===== config.mk =====
export PLATFORM = sky130hd
export DESIGN_NAME = phy_led_ctrl
export DESIGN_NICKNAME = d
export VERILOG_FILES = /design/src/rtl/phy_led_pkg.sv /design/src/rtl/phy_led_prescaler.sv /design/src/rtl/phy_led_act_hold.sv /design/src/rtl/phy_led_phase.sv /design/src/rtl/phy_led_ctrl.sv
export SDC_FILE = /design/constraint.sdc
export NUM_CORES = 1
export LEC_CHECK = 0
export BUFFER_PORTS_ARGS = -buffer_cell sky130_fd_sc_hd__clkbuf_2
export CAP_MARGIN = 20
export CORE_MARGIN = 3
export CORE_UTILIZATION = 57
export DETAILED_ROUTE_END_ITERATION = 12
export HOLD_SLACK_MARGIN = 0.03
export PLACE_DENSITY = 0.73
export SYNTH_ARGS = -nofsm -noshare
export SYNTH_HDL_FRONTEND = slang
export SYNTH_SLANG_ARGS = --single-unit

===== constraint.sdc =====
create_clock -name clk -period 2.4 [get_ports clk]
set_clock_uncertainty 0.2 [all_clocks]
set_input_delay 0.12 -clock clk [delete_from_list [all_inputs] [get_ports clk]]
set_output_delay 0.12 -clock clk [all_outputs]
set_load 0.01 [all_outputs]

===== src/rtl/phy_led_pkg.sv =====
package phy_led_pkg;

   typedef enum logic {
      LAMP_MERGED = 1'b0,
      LAMP_SPLIT  = 1'b1
   } lamp_style_e;

   // Clock cycles per toggle tick in the normal setting.
   function automatic int norm_div(input int clk_hz, input int toggle_hz);
      return clk_hz / toggle_hz;
   endfunction

   // Clock cycles per toggle tick in the test setting, never below one.
   function automatic int test_div(input int clk_hz, input int toggle_hz, input int factor);
      int d;
      d = (clk_hz / toggle_hz) / factor;
      return (d < 1) ? 1 : d;
   endfunction

endpackage


===== src/rtl/phy_led_prescaler.sv =====
module phy_led_prescaler
   import phy_led_pkg::*;
#(
   parameter int CLK_HZ      = 25_000_000,
   parameter int TOGGLE_HZ   = 40,
   parameter int TEST_FACTOR = 8192
) (
   input  logic clk,
   input  logic rst_n,
   input  logic test_fast,
   input  logic restart,
   output logic tick
);
   localparam int NDIV = norm_div(CLK_HZ, TOGGLE_HZ);
   localparam int TDIV = test_div(CLK_HZ, TOGGLE_HZ, TEST_FACTOR);
   localparam int CW   = (NDIV > 1) ? $clog2(NDIV + 1) : 1;

   generate
      if (NDIV < 1) begin : g_bad_div
         $error("phy_led_prescaler: CLK_HZ must be at least TOGGLE_HZ");
      end
      if (TEST_FACTOR < 2) begin : g_bad_factor
         $error("phy_led_prescaler: TEST_FACTOR must be at least 2");
      end
   endgenerate

   logic [CW-1:0] cnt_q;
   logic          at_norm;
   logic          at_test;

   assign at_norm = (cnt_q >= CW'(NDIV - 1));

   // The test limit collapses to "every cycle" when the divided value hits one.
   generate
      if (TDIV == 1) begin : g_test_every
         assign at_test = 1'b1;
      end else begin : g_test_count
         assign at_test = (cnt_q >= CW'(TDIV - 1));
      end
   endgenerate

   assign tick = test_fast ? at_test : at_norm;

   always_ff @(posedge clk) begin
      if (!rst_n) begin
         cnt_q <= '0;
      end else if (restart || tick) begin
         cnt_q <= '0;
      end else begin
         cnt_q <= cnt_q + CW'(1);
      end
   end

endmodule


===== src/rtl/phy_led_act_hold.sv =====
module phy_led_act_hold #(
   parameter int HOLD_TICKS = 4
) (
   input  logic clk,
   input  logic rst_n,
   input  logic strobe,
   input  logic tick,
   output logic busy,
   output logic restart
);
   localparam int HW = $clog2(HOLD_TICKS + 1);

   generate
      if (HOLD_TICKS < 1) begin : g_bad_hold
         $error("phy_led_act_hold: HOLD_TICKS must be at least 1");
      end
   endgenerate

   logic [HW-1:0] left_q;

   assign busy    = (left_q != '0);
   assign restart = strobe && !busy;

   always_ff @(posedge clk) begin
      if (!rst_n) begin
         left_q <= '0;
      end else if (strobe) begin
         left_q <= HW'(HOLD_TICKS);
      end else if (tick && busy) begin
         left_q <= left_q - HW'(1);
      end
   end

endmodule


===== src/rtl/phy_led_phase.sv =====
module phy_led_phase #(
   parameter int PH_W = 2
) (
   input  logic            clk,
   input  logic            rst_n,
   input  logic            restart,
   input  logic            tick,
   output logic [PH_W-1:0] phase
);
   generate
      if (PH_W < 2) begin : g_bad_width
         $error("phy_led_phase: PH_W must be at least 2");
      end
   endgenerate

   always_ff @(posedge clk) begin
      if (!rst_n) begin
         phase <= '0;
      end else if (restart) begin
         phase <= '0;
      end else if (tick) begin
         phase <= phase + PH_W'(1);
      end
   end

endmodule


===== src/rtl/phy_led_ctrl.sv =====
module phy_led_ctrl
   import phy_led_pkg::*;
#(
   parameter int CLK_HZ      = 25_000_000,
   parameter int TOGGLE_HZ   = 40,
   parameter int TEST_FACTOR = 8192,
   parameter int HOLD_TICKS  = 4
) (
   input  logic clk,
   input  logic rst_n,
   input  logic link_up,
   input  logic speed_100,
   input  logic tx_activity,
   input  logic rx_activity,
   input  logic mode,
   input  logic blink_test,
   output logic led_link,
   output logic led_speed,
   output logic led_act
);
   localparam int PH_W = 2;

   logic            strobe;
   logic            tick;
   logic            act_busy;
   logic            act_restart;
   logic [PH_W-1:0] phase;
   logic            fast_on;
   logic            slow_on;
   lamp_style_e     style;
   logic            link_d;
   logic            act_d;
   logic            link_q;
   logic            act_q;
   logic            speed_q;

   assign strobe = tx_activity | rx_activity;
   assign style  = lamp_style_e'(mode);

   phy_led_act_hold #(
      .HOLD_TICKS (HOLD_TICKS)
   ) u_hold (
      .clk     (clk),
      .rst_n   (rst_n),
      .strobe  (strobe),
      .tick    (tick),
      .busy    (act_busy),
      .restart (act_restart)
   );

   phy_led_prescaler #(
      .CLK_HZ      (CLK_HZ),
      .TOGGLE_HZ   (TOGGLE_HZ),
      .TEST_FACTOR (TEST_FACTOR)
   ) u_presc (
      .clk       (clk),
      .rst_n     (rst_n),
      .test_fast (blink_test),
      .restart   (act_restart),
      .tick      (tick)
   );

   phy_led_phase #(
      .PH_W (PH_W)
   ) u_phase (
      .clk     (clk),
      .rst_n   (rst_n),
      .restart (act_restart),
      .tick    (tick),
      .phase   (phase)
   );

   // Low phase bit gives the fast blink, the next bit the half-rate blink.
   assign fast_on = ~phase[0];
   assign slow_on = ~phase[1];

   always_comb begin
      act_d = link_up && act_busy && fast_on;
      unique case (style)
         LAMP_SPLIT:  link_d = link_up;
         LAMP_MERGED: link_d = link_up && (!act_busy || slow_on);
         default:     link_d = 1'b0;
      endcase
   end

   always_ff @(posedge clk) begin
      if (!rst_n) begin
         link_q <= 1'b0;
         act_q  <= 1'b0;
      end else begin
         link_q <= link_d;
         act_q  <= act_d;
      end
   end

   // Speed lamp follows its input in and out of reset.
   always_ff @(posedge clk) begin
      speed_q <= speed_100;
   end

   assign led_link  = link_q;
   assign led_act   = act_q;
   assign led_speed = speed_q;

endmodule


### Yosys cells after proc, flatten, opt, wreduce, memory -nomap -nowiden

Cells that the tools add are included.

* memories kept: 0
* memory bits (read-only): 0
* bits of input ports: 8
* register bits after elaboration: 28
* logic and storage cells: 34
* bits in latches: 0
* output and inout bits: 3
* RAM bits: 0

* muxes and demuxes: 4
* shifts and indexed selects: 0
* $add $sub $neg: 3
* multiply operators: 0
* magnitude comparators: 2
* equal/unequal tests: 0
* bitwise logic cells: 5
* reductions and logical operators: 13
* div/mod/pow operators: 0

Operator list (count)
* adder 20 x 1 -> 20 bit (second input constant): 1
* >= comparator 20 bit (second input constant): 1
* >= comparator 20 x 7 -> 1 bit (second input constant): 1
* two-way mux 3 bit: 2
* OR reduction 2 bit: 3
* logical AND 1 bit: 5
* NOT 1 bit: 4
* nonzero test 3 bit: 1
* subtractor 3 x 1 -> 3 bit (second input constant): 1
* adder 2 x 1 -> 2 bit (second input constant): 1
* logical OR 1 bit: 2
* one-hot mux 1 bit (2 select lines): 1
* nonzero test 2 bit: 1
* zero test 1 bit: 1
* two-way mux 1 bit: 1
* OR 1 bit: 1

### Depth between registers and ports, before layout

Gate-level depths: netlist (run 1).

* word-level depth: 5
* gate-level depth with buffers: 7
* depth with buffers taken out: 6

### Hierarchy

From an unflattened synthesis (run 1), not the netlist that was laid out.

* cells, all modules: 152
* area, all modules: 1345.0 um^2

Modules (own cells, without submodules)
* phy_led_prescaler: instances 1, cells each 118, area an instance 998.5 um^2
* phy_led_act_hold: instances 1, cells each 18, area an instance 168.9 um^2
* phy_led_ctrl: instances 1, cells each 8, area an instance 92.6 um^2
* phy_led_phase: instances 1, cells each 8, area an instance 85.1 um^2

### Worst setup path before layout (run 1)

Ideal clock, no wire load.

* path type: reg-to-reg
* start: reg u_presc.cnt_q[0]
* end: reg u_hold.left_q[2]
* stages on the path, launching flop included: 7
* buffers on the path: 0
* arrival: 1.689 ns
* slack: 0.436 ns
* period minus slack after synthesis: 1.964 ns
* cell sequence: dfxtp_1 -> ha_1 -> a21oi_2 -> o31ai_4 -> a41oi_4 -> or4_1 -> a31oi_1

* longest elaborated chain between the ends: 4
* elaborated cells between the ends (all ways): 5
* classes of those cells: order compare (2); mux (1); reduce/logical (2)

Ends and longest elaborated chain
* start: declaration: line phy_led_prescaler.sv:27 `logic [CW-1:0] cnt_q;`
* start signal: assignment: line phy_led_prescaler.sv:50 `cnt_q <= cnt_q + CW'(1);`
* >= comparator 20 bit or >= comparator 20 x 7 -> 1 bit (tied branches): line phy_led_prescaler.sv:31, phy_led_prescaler.sv:38
* two-way mux 1 bit (*): line phy_led_prescaler.sv:42 `assign tick = test_fast ? at_test : at_norm;`
* logical AND 1 bit (*): line phy_led_act_hold.sv:29 `end else if (tick && busy) begin`
* nonzero test 2 bit (no line) (*)
* end signal: assignment: line phy_led_act_hold.sv:28 `left_q <= HW'(HOLD_TICKS);`
* end signal: assignment: line phy_led_act_hold.sv:30 `left_q <= left_q - HW'(1);`
* end: declaration: line phy_led_act_hold.sv:19 `logic [HW-1:0] left_q;`

Mark *: on every way between the ends. The rest lies on a longest branch, timed or not.
A chain may end at the register's enable or synchronous reset.

### Worst setup path in the final report (run 1)

Same ends and word-level chain as after synthesis.

==> summary.txt, run 1 <==
Timing
  – Rel. slew slack: 74.6%
  – RSZ-0062 raised after global routing: false
  – F_max: 470 MHz
  – Worst slew pin tran: 0.378 ns
  – Final hold vios: 0
  – Post-route setup TNS: 0 ns
  – Final Critical Period: 2.13 ns
  – Fin. max-slew vios: 0
  – Final period util: 88.7%
  – Endpoints failing setup: 0

Place
  – GPL Wtd Cong: 0.827
  – Final HPWL DP: 1860 µm
  – Port Buffers: 10

Worst setup path
  – Worst R2R Setup Slack: 0.27 ns
  – Worst Setup Start Kind: register
  – Max FO, Critical Path: 9
  – Crit-path max cell delay: 0.54 ns
  – Worst EP arrival: 2.19 ns
  – CP Data Required Time: 2.47 ns
  – Worst Setup End Kind: register
  – Setup crit start: u_presc.cnt_q[0]
  – Critical path's top delay family: compound AO/OA/AOI/OAI gates
  – WP buf/inv: 0
  – Reg-to-reg startpoint: u_presc.cnt_q[0]
  – Stages on worst setup path: 6
  – Worst path slowest cell: or4_1
  – Critical Path Sink: u_hold.left_q[2]
  – R2r worst-path depth: 6
  – Critical path class: register to register
  – Reg-to-reg endpoint: u_hold.left_q[2]
  – Critical-path cell list: ha_1 > a21oi_2 > o31ai_4 > a41oi_4 > or4_1 > a31oi_1

Drt
  – Vias post-DR: 1,119
  – Routed vias/inst: 5.49
  – DRC: 0
  – Wirelength per Cell: 12.5 µm
  – DR iter-0 viols: 18
  – Router iterations before antenna repair: 4
  – Routed wire length: 2560 µm
  – Post-route ant nets: 0

Pwr
  – Maximum VDD drop: 0.382 mV
  – P_leak: 0.000538 µW
  – Pwr per Cell Area: 473 nW/µm²
  – Comb pwr share: 8.0%
  – Flop pwr share: 65.6%
  – P_int: 558 µW
  – Psw: 167 µW
  – Clock group share of total power: 26.4%
  – Sw frac: 23.0%

Clock tree
  – Setup Fix Bufs, Post-CTS: 0
  – Root buffer cell: clkbuf_4
  – Clock slew at the register clock pins of the worst setup and hold paths: 0.14 ns
  – CTS Buf Count: 3
  – Max Root-Sink Buffers: 2
  – Clk sinks: 28
  – Clk_lat worst skew: 0.32 ns
  – H-tree level count: 1
  – CTS tree: done

Synth
  – Post-synth EDFFs: 0
  – Cell with the most instances after synthesis: nor2_1
  – Post-synth ARST share: 0%
  – Synth unique cells: 36
  – #FFs+latches synth: 28
  – Post-synth top area cell: dfxtp_1
  – Synth top area cells: dfxtp_1, xnor2_1, nor2_1
  – Post-synthesis sequential area ratio: 41.5%
  – Main synth FF type: dfxtp_1
  – Yosys warnings: 0
  – Post-synth top area share: 41.5%
  – Most instantiated cells after synthesis: nor2_1, dfxtp_1, xnor2_1
  – Mapped cell area: 1350 µm²
  – Post-Syn Area per Cell: 8.60 µm²
  – Syn Nets: 168
  – Mapped Cells: 157

Layout
  – Share of cells above drive strength 1: 11.3%
  – ANT cells: 0
  – Layout area overhead: 13.6%
  – Nets@finish: 190
  – Fin util: 73.0%

Die
  – Ports: 11
  – Full die area: 2990 µm²
  – Die Ht: 54.7 µm
  – Die Wd: 54.7 µm
  – Initial Util: 64.2%
  – Core Area: 2100 µm²
  – Row count: 16

GRT
  – First-pass GRT wire length: 4460 µm
  – Initial antenna violation count: 0
  – GRT overflow: 0
  – GRT Overall Usage: 20.6%
  – Largest net degree at the start of global routing: 15
  – Vias in the first global route: 1,059

Hold path
  – Worst min path class: input port to register

Flow run
  – Max cap viols: 0

Outcome
  – Status: complete, no violations
[power by group through the flow]
stage | logic [µW] | clock network, µW | registers [µW]
2_1_floorplan | 29.2 | 0 | 486
3_3_place_gp | 47.3 | 0 | 485
3_5_place_dp | 48.5 | 0 | 486
4_1_cts | 57.7 | 196 | 475
5_1_grt | 63.9 | 211 | 477
6_report | 58.2 | 192 | 475
[cells by family (layout without fill, tap and decap cells)]
kind of cell	Yosys count	in the layout	synth area share, %
muxes	1	1	0.741
adders and majority gates	3	3	2.78
buffers and inverters	13	33	3.61
AOI/OAI and AO/OA	24	24	15.5
xor gates and xnor gates	17	17	11.0
and+or+nand+nor	71	71	24.8
DFF	28	28	41.5
[worst min path at each step]
stage	start	end	slack (ns)	cells after the start
4_1_cts	rx_activity	u_phase.phase[1]	0.09	4
3_3_place_gp	speed_100	led_speed	0.02	1
2_1_floorplan	speed_100	led_speed	-0.05	0
3_5_place_dp	speed_100	led_speed	0.03	1
5_1_grt	rx_activity	u_phase.phase[1]	0.15	4
6_report	rx_activity	u_phase.phase[1]	0.11	4
[metal layers]
metal / routed length, µm / part of all wire (%) / track usage (%)
met5: 0 / 0 / 0
met4: 39 / 1.5 / 8.71
met3: 68 / 2.7 / 3.27
met2: 1180 / 46 / 33.9
met1: 1270 / 50 / 26.4
[placed cells by master (no fill, tap or decap), types with 4 or more instances in the layout]
master / count
dlygate4sd3_1: 7
clkbuf_2: 10
xnor2_1: 15
nand3_1: 6
dfxtp_1: 28
nor3_1: 7
nand4_1: 4
inv_1: 11
nor2_1: 31
o21ai_0: 5
and3_1: 5
nand2_1: 8
[what timing repair did]
item                                   in CTS  in global routing
endpoints found under the hold margin       8                  0
hold buffers                                7                  0
resized for setup                           0                  0
[tightest hold or removal path, stage by stage]
cell and delay, ns:
clkbuf_2 0.07, nor2_1 0.05, o21ai_0 0.31, a21oi_1 0.05
[state kept, by name (all words and copies together), names as in the netlist]
name and cells:
u_presc.cnt_q 20, u_hold.left_q 3, u_phase.phase 2, led_act 1, led_link 1, led_speed 1
[per-stage QoR]
step | hold slack, ns | std cells | cell area, µm² | total power (µW) | worst slack (ns)
final | 0.113 | 204 | 1530 | 725 | 0.272
after global routing | 0.149 | 204 | 1530 | 752 | 0.135
after CTS | 0.0948 | 204 | 1530 | 729 | 0.273
after detailed placement | 0.0277 | 194 | 1440 | 534 | 0.310
after global placement | 0.0227 | 194 | 1440 | 533 | 0.368
after floorplan | -0.0523 | 157 | 1350 | 515 | 0.436
[area by class of cell]
class                      count  area [µm²]
inverter                      11        41.3
sequential                    28         561
tap                           27        33.8
fill                         171         568
multi-input combinational    116         741
timing repair buffer          19         135
clock buffer                   3        22.5
(Power assumes the default switching activity.)
==> inputs of run 2 (changes only) <==
Settings changed: SYNTH_HIERARCHICAL set to 1.
==> summary.txt, run 2 <==
Drt
  – Routed vias/inst: 5.31 (-3.3%)
  – Wirelength per Cell: 12.6 µm (+0.14%)
  – Post-route ant nets: 0 (unchanged)
  – Vias post-DR: 1,077 (-3.8%)
  – Router iterations before antenna repair: 4 (unchanged)
  – DR iter-0 viols: 22 (+4)
  – Routed wire length: 2550 µm (-0.35%)
  – DRC: 0 (unchanged)

Synth
  – Cell with the most instances after synthesis: nor2_1
  – Synth unique cells: 39 (+8.3%)
  – #FFs+latches synth: 28 (unchanged)
  – Yosys warnings: 6 (+6)
  – Synth top area cells: dfxtp_1, nor2_1, xor2_1
  – Post-synth ARST share: 0% (unchanged)
  – Post-synth top area cell: dfxtp_1
  – Most instantiated cells after synthesis: nor2_1, dfxtp_1, nand2_1, xor2_1
  – Post-Syn Area per Cell: 8.85 µm² (+2.9%)
  – Main synth FF type: dfxtp_1
  – Syn Nets: 163 (-3.0%)
  – Post-synth EDFFs: 0 (unchanged)
  – Post-synthesis sequential area ratio: 41.7% (+0.15 points)
  – Mapped cell area: 1350 µm² (-0.37%)
  – Mapped Cells: 152 (-3.2%)
  – Post-synth top area share: 41.7% (+0.15 points)

Layout
  – Commonest non-fill, non-tap cells in the layout: nor2_1, dfxtp_1, nand2_1, xor2_1, clkbuf_2
  – Finished Layout Cells: 203 (-0.49%)
  – Layout Cell Area excl Fill: 1560 µm² (+1.4%)
  – Fillers: 160 (-6.4%)
  – ANT cells: 0 (unchanged)
  – Share of cells above drive strength 1: 18.2% (+6.9 points)
  – Largest registers: u_presc/cnt_q x20, u_hold/left_q x3, u_phase/phase x2
  – Layout area overhead: 15.6%
  – Commonest non-fill, non-tap cell in the layout: nor2_1
  – Most flops, register: u_presc/cnt_q
  – Max reg flops: 20 (unchanged)
  – Fin util: 74.0% (+1.0 points)
  – Nets@finish: 188 (-1.1%)
  – Seq. cell area: 561 µm² (unchanged)
  – Multi-input gate area: 712 µm² (-3.9%)

GRT
  – Busiest grt layer: met2
  – Initial antenna violation count: 0 (unchanged)
  – Met3 usage: 6.81% (+3.5 points)
  – Largest net degree at the start of global routing: 21 (+6)
  – Vias in the first global route: 1,026 (-3.1%)
  – First-pass GRT wire length: 4360 µm (-2.2%)
  – M2 GR Usage: 35.7% (+1.8 points)
  – GRT overflow: 0 (unchanged)
  – Met1 usage in global routing: 23.7% (-2.6 points)
  – GRT Overall Usage: 20.3% (-0.27 points)

Timing
  – F_max: 434 MHz (-7.6%)
  – Worst slew pin tran: 0.854 ns (+0.476 ns)
  – Final period util: 95.9% (+7.3 points)
  – Post-route setup TNS: 0 ns (unchanged)
  – Final hold vios: 0 (unchanged)
  – Final Critical Period: 2.30 ns (+0.174 ns)
  – RSZ-0062 raised after global routing: false
  – Fin. max-slew vios: 0 (unchanged)
  – Endpoints failing setup: 0 (unchanged)
  – Rel. slew slack: 43.1% (-32 points)

Worst setup path
  – Worst Setup End Kind: register
  – Critical path class: register to register
  – Worst Setup Start Kind: register
  – CP Data Required Time: 2.44 ns (-0.03 ns)
  – Max FO, Critical Path: 4 (-5)
  – Worst EP arrival: 2.35 ns (+0.16 ns)

Clock tree
  – Clk_lat worst skew: 0.33 ns (about the same)
  – H-tree level count: 1 (unchanged)
  – Max Root-Sink Buffers: 2 (unchanged)
  – Setup Fix Bufs, Post-CTS: 0 (unchanged)
  – CTS Buf Count: 3 (unchanged)
  – CTS resizes: 0 (unchanged)
  – Clock slew at the register clock pins of the worst setup and hold paths: 0.14 ns (about the same)
  – CTS tree: done
  – Clk sinks: 28 (unchanged)
  – Root buffer cell: clkbuf_4
  – Hold bufs inserted after CTS: 8 (+1)

Pwr
  – Total power: 768 µW (+5.9%)
  – Pwr per Cell Area: 494 nW/µm² (+4.4%)
  – P_leak: 0.000568 µW (+5.8%)
  – Maximum VDD drop: 0.493 mV (+29%)

Place
  – Dpl cells: 191 (-1.5%)
  – Port Buffers: 10 (unchanged)
  – Final HPWL DP: 1860 µm (+0.18%)
  – GPL Wtd Cong: 0.733 (-11%)
  – Placed cell areas: 1440 µm² (-0.17%)

Die
  – Full die area: 2980 µm² (-0.33%)
  – Initial Util: 64.0% (-0.24 points)
  – Core Area: 2100 µm² (unchanged)
  – Row count: 16 (unchanged)
  – Ports: 11 (unchanged)
  – Die Ht: 54.6 µm (-0.16%)
  – Die Wd: 54.6 µm (-0.16%)

Flow run
  – Max cap viols: 0 (unchanged)

Hold path
  – Worst min path class: input port to register

Outcome
  – Status: complete, no violations
==> run 2: metal layers <==
metal | wire (µm) | up-vias
li1 | - | 557
met1 | 1210 | 503
met2 | 1230 | 12
met3 | 86 | 5
met4 | 25 | 0
met5 | 0 | -
==> run 2: through the flow <==
| stage | hold WS (ns) | setup WS [ns] |
|---|---|---|
| final | 0.103 | 0.0978 |
| after global routing | 0.106 | 0.00836 |
| after CTS | 0.0785 | 0.0917 |
| after detailed placement | 0.0272 | 0.112 |
| after global placement | 0.0243 | 0.147 |
| after floorplan | -0.0523 | 0.0855 |
==> run 2: worst paths after layout <==
kind | startpoint | endpoint | slack (ns) | cells after the start
worst max-delay path | u_presc/cnt_q[0] | u_hold/left_q[2] | 0.1 | 8
worst min-delay path | rx_activity | u_phase/phase[1] | 0.10 | 5
worst max register to register | u_presc/cnt_q[0] | u_hold/left_q[2] | 0.1 | 8
worst min register to register | u_presc/cnt_q[0] | u_presc/cnt_q[0] | 0.29 | 1
==> run 2: final cells by class <==
cell class	count	share of cell area, %
clock buffers	4	2.33
repair buffers	25	11.7
inverters	8	1.93
multi-input cells	111	45.8
well taps	27	2.17
flip-flops and latches	28	36.0
==> run 2: kinds of logic (layout without fill, tap and decap cells) <==
kind of cell / count (synthesis) / count (layout) / share of synthesized area [%]
AOI/OAI and AO/OA: 15 / 15 / 9.77
adders and majority gates: 3 / 3 / 2.79
buffers and inverters: 13 / 37 / 5.39
and+or+nand+nor: 73 / 73 / 27.3
DFF: 28 / 28 / 41.7
xor gates and xnor gates: 19 / 19 / 12.4
muxes: 1 / 1 / 0.744
==> run 2: where the power goes <==
part           switching [µW]  leakage [µW]  internal, µW
Combinational            31.3      0.000320          31.6
Clock                     136     0.0000210          93.0
Sequential               4.22      0.000227           472
==> run 2: worst max-delay path, cell delays in order, from the launching register on <==
cell	delay, ns
dfxtp_1	0.36
ha_1	0.21
a211o_1	0.28
a31o_1	0.25
a2111oi_4	0.38
nor2_1	0.10
nor2b_4	0.15
mux2i_1	0.11
o21a_1	0.16
==> inputs of run 3 (changes only) <==
Settings changed: GPL_ROUTABILITY_DRIVEN set to 0, MAX_ROUTING_LAYER set to met4.
==> summary.txt, run 3 (same netlist as run 2, synthesis figures left out) <==
Layout
  – Layout area overhead: 15.6% (unchanged)
  – Commonest non-fill, non-tap cell in the layout: nor2_1
  – Seq. cell area: 561 µm² (unchanged)
  – Nets@finish: 188 (unchanged)
  – Fillers: 160 (unchanged)
  – ANT cells: 0 (unchanged)
  – Layout Cell Area excl Fill: 1560 µm² (unchanged)
  – Finished Layout Cells: 203 (unchanged)
  – Fin util: 74.0% (unchanged)
  – Commonest non-fill, non-tap cells in the layout: nor2_1, dfxtp_1, nand2_1, xor2_1, clkbuf_2
  – Multi-input gate area: 712 µm² (unchanged)
  – Share of cells above drive strength 1: 18.2% (unchanged)
  – Largest registers: u_presc/cnt_q x20, u_hold/left_q x3, u_phase/phase x2
  – Most flops, register: u_presc/cnt_q
  – Max reg flops: 20 (unchanged)

Drt
  – Wirelength per Cell: 12.6 µm (unchanged)
  – Vias post-DR: 1,077 (unchanged)
  – Router iterations before antenna repair: 4 (unchanged)
  – Post-route ant nets: 0 (unchanged)
  – DR iter-0 viols: 22 (unchanged)
  – Routed wire length: 2550 µm (unchanged)
  – Routed vias/inst: 5.31 (unchanged)
  – DRC: 0 (unchanged)

Pwr
  – Total power: 768 µW (about the same)
  – Pwr per Cell Area: 494 nW/µm² (about the same)
  – Maximum VDD drop: 0.493 mV (about the same)
  – P_leak: 0.000568 µW (unchanged)

Clock tree
  – Clk sinks: 28 (unchanged)
  – CTS resizes: 0 (unchanged)
  – Setup Fix Bufs, Post-CTS: 0 (unchanged)
  – Hold bufs inserted after CTS: 8 (unchanged)
  – H-tree level count: 1 (unchanged)
  – CTS tree: done
  – CTS Buf Count: 3 (unchanged)
  – Max Root-Sink Buffers: 2 (unchanged)
  – Root buffer cell: clkbuf_4
  – Clock slew at the register clock pins of the worst setup and hold paths: 0.14 ns (about the same)
  – Clk_lat worst skew: 0.33 ns (about the same)

Place
  – Placed cell areas: 1440 µm² (unchanged)
  – Final HPWL DP: 1860 µm (unchanged)
  – Dpl cells: 191 (unchanged)
  – Port Buffers: 10 (unchanged)

Timing
  – Worst slew pin tran: 0.854 ns (unchanged)
  – F_max: 434 MHz (about the same)
  – Final Critical Period: 2.30 ns (-0.0000104 ns)
  – Endpoints failing setup: 0 (unchanged)
  – Fin. max-slew vios: 0 (unchanged)
  – Final period util: 95.9% (about the same)
  – Final hold vios: 0 (unchanged)
  – RSZ-0062 raised after global routing: false
  – Rel. slew slack: 43.1% (unchanged)
  – Post-route setup TNS: 0 ns (unchanged)

GRT
  – Vias in the first global route: 1,027 (+0.097%)
  – GRT overflow: 0 (unchanged)
  – Initial antenna violation count: 0 (unchanged)
  – Largest net degree at the start of global routing: 21 (unchanged)
  – GRT Overall Usage: 20.9% (+0.57 points)
  – First-pass GRT wire length: 4350 µm (-0.16%)

Flow run
  – Max cap viols: 0 (unchanged)

Worst setup path
  – Max FO, Critical Path: 4 (unchanged)
  – Worst Setup Start Kind: register
  – Critical path class: register to register
  – Worst R2R Setup Slack: 0.1 ns (about the same)
  – Worst Setup End Kind: register
  – CP Data Required Time: 2.44 ns (about the same)
  – Reg-to-reg startpoint: u_presc/cnt_q[0]
  – Setup crit start: u_presc/cnt_q[0]
  – Worst EP arrival: 2.35 ns (about the same)

Hold path
  – Worst min path class: input port to register
  – Hold path start: rx_activity

Die
  – Row count: 16 (unchanged)
  – Initial Util: 64.0% (unchanged)
  – Die Wd: 54.6 µm (unchanged)
  – Core Area: 2100 µm² (unchanged)
  – Full die area: 2980 µm² (unchanged)
  – Die Ht: 54.6 µm (unchanged)
  – Ports: 11 (unchanged)

Outcome
  – Status: complete, no violations
## run 3: worst paths after layout
check | to | cells after the start
hold reg to reg | u_presc/cnt_q[0] | 1
setup reg to reg | u_hold/left_q[2] | 8
hold / removal | u_phase/phase[1] | 5
setup / recovery | u_hold/left_q[2] | 8
## run 3: layout make-up
type / instances / share of cell area, %
Sequential cell: 28 / 36.0
Inverter: 8 / 1.93
Clock buffer: 4 / 2.33
Tap cell: 27 / 2.17
Multi-Input combinational cell: 111 / 45.8
Timing Repair Buffer: 25 / 11.7
## run 3: per-layer routing
layer / routed length (µm) / track usage, % / vias to the layer above
met2: 1230 / 35.7 / 12
li1: - / - / 557
met1: 1210 / 23.7 / 503
met5: 0 / - / -
met4: 25 / 4.56 / 0
met3: 86 / 6.81 / 5
## run 3: through the flow
stage	hold WS (ns)	setup slack [ns]
floorplan	-0.0523	0.0855
global placement	0.0243	0.147
detailed placement	0.0272	0.112
CTS	0.0785	0.0917
global route	0.106	0.00836
finish	0.103	0.0979
## run 3: power by group
part / switching, µW / internal, µW
logic: 31.3 / 31.6
clock network: 136 / 93.0
registers: 4.22 / 472
## run 3: worst max-delay path, cell delays in order (launching register included)
cell	delay [ns]
dfxtp_1	0.36
ha_1	0.21
a211o_1	0.28
a31o_1	0.25
a2111oi_4	0.38
nor2_1	0.10
nor2b_4	0.15
mux2i_1	0.11
o21a_1	0.16
